## src/rtl/ptr_window_pkg.sv

```systemverilog
package ptr_window_pkg;
  localparam int NUM_WIN = 3;
  localparam int WIN_DL  = 0;
  localparam int WIN_A0  = 1;
  localparam int WIN_A1  = 2;

  typedef enum logic [3:0] {
    IDX_DLWIN = 4'd0,
    IDX_DLSTB = 4'd1,
    IDX_A0WIN = 4'd2,
    IDX_A1WIN = 4'd3,
    IDX_PORT0 = 4'd4,
    IDX_PORT1 = 4'd5,
    IDX_CTRL  = 4'd6
  } reg_idx_e;
endpackage

```

## src/rtl/ptr_bus_decode.sv

```systemverilog
module ptr_bus_decode
  import ptr_window_pkg::*;
#(
  parameter int DATA_W       = 8,
  parameter int CTRL_CLR_BIT = 6
) (
  input  logic              cs,
  input  logic              rd,
  input  logic              wr,
  input  logic [3:0]        idx,
  input  logic [DATA_W-1:0] wdata,
  input  logic              frame_start,
  output logic [NUM_WIN-1:0] win_acc,
  output logic [NUM_WIN-1:0] win_wr,
  output logic [NUM_WIN-1:0] win_clr,
  output logic [NUM_WIN-1:0] win_commit
);
  logic bus_acc;

  always_comb begin
    bus_acc    = cs & (rd | wr);
    win_acc    = '0;
    win_wr     = '0;
    win_clr    = '0;
    win_commit = '0;
    case (idx)
      IDX_DLWIN: begin
        win_acc[WIN_DL] = bus_acc;
        win_wr[WIN_DL]  = cs & wr;
      end
      IDX_A0WIN: begin
        win_acc[WIN_A0] = bus_acc;
        win_wr[WIN_A0]  = cs & wr;
      end
      IDX_A1WIN: begin
        win_acc[WIN_A1] = bus_acc;
        win_wr[WIN_A1]  = cs & wr;
      end
      IDX_DLSTB: begin
        win_clr[WIN_DL]    = bus_acc;
        win_commit[WIN_DL] = bus_acc;
      end
      IDX_PORT0: begin
        win_clr[WIN_A0]    = bus_acc;
        win_commit[WIN_A0] = bus_acc;
      end
      IDX_PORT1: begin
        win_clr[WIN_A1]    = bus_acc;
        win_commit[WIN_A1] = bus_acc;
      end
      IDX_CTRL: begin
        if (cs && wr && wdata[CTRL_CLR_BIT]) win_clr = '1;
      end
      default: ;
    endcase
    win_commit[WIN_DL] = win_commit[WIN_DL] | frame_start;
  end
endmodule

```

## src/rtl/ptr_byte_window.sv

```systemverilog
module ptr_byte_window #(
  parameter int DATA_W = 8
) (
  input  logic                clk,
  input  logic                rst_n,
  input  logic                acc,
  input  logic                wr_en,
  input  logic                clr,
  input  logic                commit,
  input  logic [DATA_W-1:0]   wdata,
  output logic                hi_sel,
  output logic [2*DATA_W-1:0] staged,
  output logic [2*DATA_W-1:0] active
);
  localparam int PTR_W = 2 * DATA_W;

  logic             hi_q, hi_d, hi_en;
  logic [PTR_W-1:0] stg_q, stg_d;
  logic [PTR_W-1:0] act_q, act_d;
  logic             stg_en, act_en;

  // next state: a clear outranks the toggle and steers a same-cycle write low
  always_comb begin
    hi_en  = clr | acc;
    hi_d   = clr ? 1'b0 : ~hi_q;
    stg_en = wr_en;
    stg_d  = stg_q;
    if (hi_q && !clr) stg_d[PTR_W-1:DATA_W] = wdata;
    else              stg_d[DATA_W-1:0]     = wdata;
    act_en = commit;
    act_d  = stg_q;
  end

  always_ff @(posedge clk or negedge rst_n) begin
    if (!rst_n) begin
      hi_q  <= 1'b0;
      stg_q <= '0;
      act_q <= '0;
    end else begin
      if (hi_en)  hi_q  <= hi_d;
      if (stg_en) stg_q <= stg_d;
      if (act_en) act_q <= act_d;
    end
  end

  assign hi_sel = hi_q;
  assign staged = stg_q;
  assign active = act_q;
endmodule

```

## src/rtl/ptr_window_regs.sv

```systemverilog
module ptr_window_regs
  import ptr_window_pkg::*;
#(
  parameter int DATA_W       = 8,
  parameter int CTRL_CLR_BIT = 6
) (
  input  logic                clk,
  input  logic                rst_n,
  input  logic                cs,
  input  logic [3:0]          idx,
  input  logic                rd,
  input  logic                wr,
  input  logic [DATA_W-1:0]   wdata,
  input  logic                frame_start,
  output logic [DATA_W-1:0]   rdata,
  output logic [2*DATA_W-1:0] dl_ptr,
  output logic [2*DATA_W-1:0] port0_addr,
  output logic [2*DATA_W-1:0] port1_addr
);
  localparam int PTR_W = 2 * DATA_W;

  logic [NUM_WIN-1:0]       win_acc, win_wr, win_clr, win_commit;
  logic [NUM_WIN-1:0]       hi_flat;
  logic [NUM_WIN*PTR_W-1:0] stg_flat;
  logic [NUM_WIN*PTR_W-1:0] act_flat;
  logic [DATA_W-1:0]        rd_mux;
  logic [DATA_W-1:0]        rdata_q;
  logic                     rdata_en;

  ptr_bus_decode #(.DATA_W(DATA_W), .CTRL_CLR_BIT(CTRL_CLR_BIT)) u_dec (
    .cs(cs), .rd(rd), .wr(wr), .idx(idx), .wdata(wdata),
    .frame_start(frame_start),
    .win_acc(win_acc), .win_wr(win_wr), .win_clr(win_clr), .win_commit(win_commit)
  );

  for (genvar w = 0; w < NUM_WIN; w++) begin : g_win
    ptr_byte_window #(.DATA_W(DATA_W)) u_win (
      .clk(clk), .rst_n(rst_n),
      .acc(win_acc[w]), .wr_en(win_wr[w]), .clr(win_clr[w]), .commit(win_commit[w]),
      .wdata(wdata),
      .hi_sel(hi_flat[w]),
      .staged(stg_flat[w*PTR_W +: PTR_W]),
      .active(act_flat[w*PTR_W +: PTR_W])
    );
  end

  function automatic logic [DATA_W-1:0] pick_byte(input logic [PTR_W-1:0] v, input logic hi);
    return hi ? v[PTR_W-1:DATA_W] : v[DATA_W-1:0];
  endfunction

  always_comb begin
    rdata_en = cs & rd;
    case (idx)
      IDX_DLWIN: rd_mux = pick_byte(stg_flat[WIN_DL*PTR_W +: PTR_W], hi_flat[WIN_DL]);
      IDX_A0WIN: rd_mux = pick_byte(stg_flat[WIN_A0*PTR_W +: PTR_W], hi_flat[WIN_A0]);
      IDX_A1WIN: rd_mux = pick_byte(stg_flat[WIN_A1*PTR_W +: PTR_W], hi_flat[WIN_A1]);
      default:   rd_mux = '0;
    endcase
  end

  always_ff @(posedge clk or negedge rst_n) begin
    if (!rst_n)        rdata_q <= '0;
    else if (rdata_en) rdata_q <= rd_mux;
  end

  assign rdata      = rdata_q;
  assign dl_ptr     = act_flat[WIN_DL*PTR_W +: PTR_W];
  assign port0_addr = act_flat[WIN_A0*PTR_W +: PTR_W];
  assign port1_addr = act_flat[WIN_A1*PTR_W +: PTR_W];
endmodule

```

## config.mk

```make
export PLATFORM = sky130hd
export DESIGN_NAME = ptr_window_regs
export DESIGN_NICKNAME = d
export VERILOG_FILES = /design/src/rtl/ptr_window_pkg.sv /design/src/rtl/ptr_bus_decode.sv /design/src/rtl/ptr_byte_window.sv /design/src/rtl/ptr_window_regs.sv
export SDC_FILE = /design/constraint.sdc
export NUM_CORES = 1
export LEC_CHECK = 0
export BUFFER_PORTS_ARGS = -buffer_cell sky130_fd_sc_hd__buf_4
export CORE_MARGIN = 1
export CORE_UTILIZATION = 40
export DETAILED_ROUTE_END_ITERATION = 6
export PLACE_DENSITY = 0.66
export SLEW_MARGIN = 20
export SYNTH_ARGS = -nofsm -noshare
export SYNTH_HDL_FRONTEND = slang
export SYNTH_HIERARCHICAL = 1
export SYNTH_SLANG_ARGS = --single-unit
```

## constraint.sdc

```tcl
create_clock -name clk -period 3.8 [get_ports clk]
set_clock_uncertainty 0.05 [all_clocks]
set_input_delay 0.57 -clock clk [delete_from_list [all_inputs] [get_ports clk]]
set_output_delay 0.57 -clock clk [all_outputs]
set_load 0.005 [all_outputs]
```

==> results.cfg <==
[status]
status = completed

[critical_path]
critical_path_class = in -> reg
worstPathMaxFanout = 8
crit_required_ns = 3.97
worst-path-buf-inv = 1
crit_chain = buf_4, or3_4, nor2_1, nand3b_2, mux2_2
endpoint_kind = flop
cp-start-kind = input port
cp_slowest_stage_delay_ns = 0.41
crit_family = simple AND/OR/NAND/NOR gates
worstPathArrival_ns = 2.06
slowest_stage = or3_4

[synth]
syn_area_per_cell_um2 = 14.7
synth_edf_count = 0
synth_cells = 308
synth_area_um2 = 4540
syn_nets = 326
seq_area_frac_synth = 0.590
yosys_warnings = 6
yosys.area.top_type_share = 0.590
synthTopCellsByCount = dfrtp_1 (107), mux2_2 (96), mux2i_1 (24)
yosysUniqueCellTypes = 30
yosysMostFrequentCell = dfrtp_1
synth_seq_cells = 107
ys.flop_type = dfrtp_1
yosys.area.top_type = dfrtp_1
synthTopCellsByArea = dfrtp_1 (59%), mux2_2 (24%), mux2i_1 (5.3%)
ys_async_sr_fraction = 1.00

[global_route]
grt_max_degree = 95
grt_use_total = 0.181
antenna_found_initial = 0
grt_pass1_vias = 2884
grt_overflow = 0
grt_pass1_wl_um = 15800

[timing]
post-route-min-period_ns = 1.90
finalMaxSlewViolations = 0
fmax_mhz = 527
hold_viol = 0
setup_viol = 0
tightest_slew_ns = 0.661
rsz0062_at_grt = false
period_share = 0.499
tns_ns = 0
slew_headroom = 0.560

[route]
antenna_left = 0
via_count = 2791
drc_errors = 0
drt_iter0_markers = 175
wirelength_um = 9750
post_drt_wl_per_cell_um = 18.4
firstDrtPassIters = 4
routed_via_density = 5.27

[clock_network]
clockBufferDepth = 2
ctsHoldBuffers = 0
root_buffer = clkbuf_16
cts-resized-gates = 0
clkTransAtPathRegs_ns = 0.07
cts_buffers = 9
cts_tree = done
clkSinkCount = 107
clock_insertion_delay_worst_skew_ns = 0.33
htreeDepth = 3
postCtsSetupBuffers = 0

[power_and_ir_drop]
p_leak_uw = 0.00269
power.total_uw = 2990
p_per_area_nw_per_um2 = 538
power.ir.vdd_worst_mv = 0.268

[floorplan]
dieArea_um2 = 11800
ios = 74
die_w_um = 109
fp-row-count = 38
chipHeight_um = 109
start_util = 0.415
core_um2 = 10900

[min_path]
holdCritPathClass = in -> async

[place]
place_congestion = 0.889
post_dp_cell_area_um2 = 5250
io_buffers = 73
hpwl_um = 7080

[job]
max_cap_violations = 0

[layout]
drive_above_1_share = 0.513
num-fill-cells = 981
syn2layout_area_growth_pct = 22.2
insertedDiodeCount = 0
nNetsFinal = 403
fin_area_um2 = 5550
-- per-stage QoR --
stage / instances / utilization / hold slack [ns] / setup slack (ns)
4_1_cts: 530 / 0.508 / 0.0222 / 1.94
6_report: 530 / 0.508 / 0.0258 / 1.90
2_1_floorplan: 308 / - / 0.224 / 1.93
5_1_grt: 530 / 0.508 / 0.0267 / 1.83
3_3_place_gp: 514 / 0.480 / 0.384 / 1.59
3_5_place_dp: 514 / 0.480 / 0.385 / 1.58
-- report_power, final --
group / switching (µW) / internal, µW
Sequential: 203 / 1330
Clock: 410 / 514
Combinational: 194 / 337
-- flip-flops by register name (all words and copies together) (netlist names) --
register	count
g_win.u_win/active	48
g_win.u_win/hi_sel	3
g_win.u_win/staged	48
rdata	8
-- placed cells by master, fill, tap and decap left out, drive strengths merged --
master,n
a21oi,1
and4bb,1
buf,77
bufinv,1
clkbuf,9
clkinv,3
clkinvlp,2
dfrtp,107
inv,5
mux2,96
mux2i,24
nand2,12
nand3,2
nand3b,4
nand4,1
nor2,12
nor2b,1
nor3,1
o211ai,1
o21ai,5
o21bai,1
o221ai,8
o22a,8
o22ai,2
or3,1
or4,1
or4b,1
xnor2,3
-- final timing paths --
check / slack [ns] / to / start / cells past startpoint
max: 1.90 / g_win[1].u_win/staged[14] / idx[0] / 5
min: 0.03 / g_win[2].u_win/active[15] / rst_n / 1
max reg2reg: 1.97 / g_win[2].u_win/staged[0] / g_win[2].u_win/hi_sel / 3
min reg2reg: 0.46 / rdata[4] / rdata[4] / 2
max in group asynchronous: 2.92 / g_win[1].u_win/staged[10] / rst_n / 2
min in group clk: 0.46 / rdata[4] / rdata[4] / 2
-- per-layer routing --
metal / up-vias / routed length, µm / track usage
li1: 1288 / - / -
met1: 1448 / 4670 / 0.256
met2: 44 / 4660 / 0.282
met3: 11 / 232 / 0.0271
met4: 0 / 186 / 0.0695
met5: - / 0 / 0
-- kinds of logic after synthesis --
group,Yosys count,synth area share
compound gates,26,0.0518
xor+xnor,3,0.00579
buf+inv,15,0.0160
flops,107,0.590
mux,120,0.291
simple gates,37,0.0460
-- final cells by class --
type                       count  area, µm²  share of cell area
inverter                       4       15.0             0.00270
clock inverter                 7       76.3              0.0137
multi-input combinational    186       1790               0.323
sequential                   107       2680               0.482
tap                          140        175              0.0316
clock buffer                   9        225              0.0406
timing repair buffer          77        591               0.106
(Power assumes the default switching activity.)
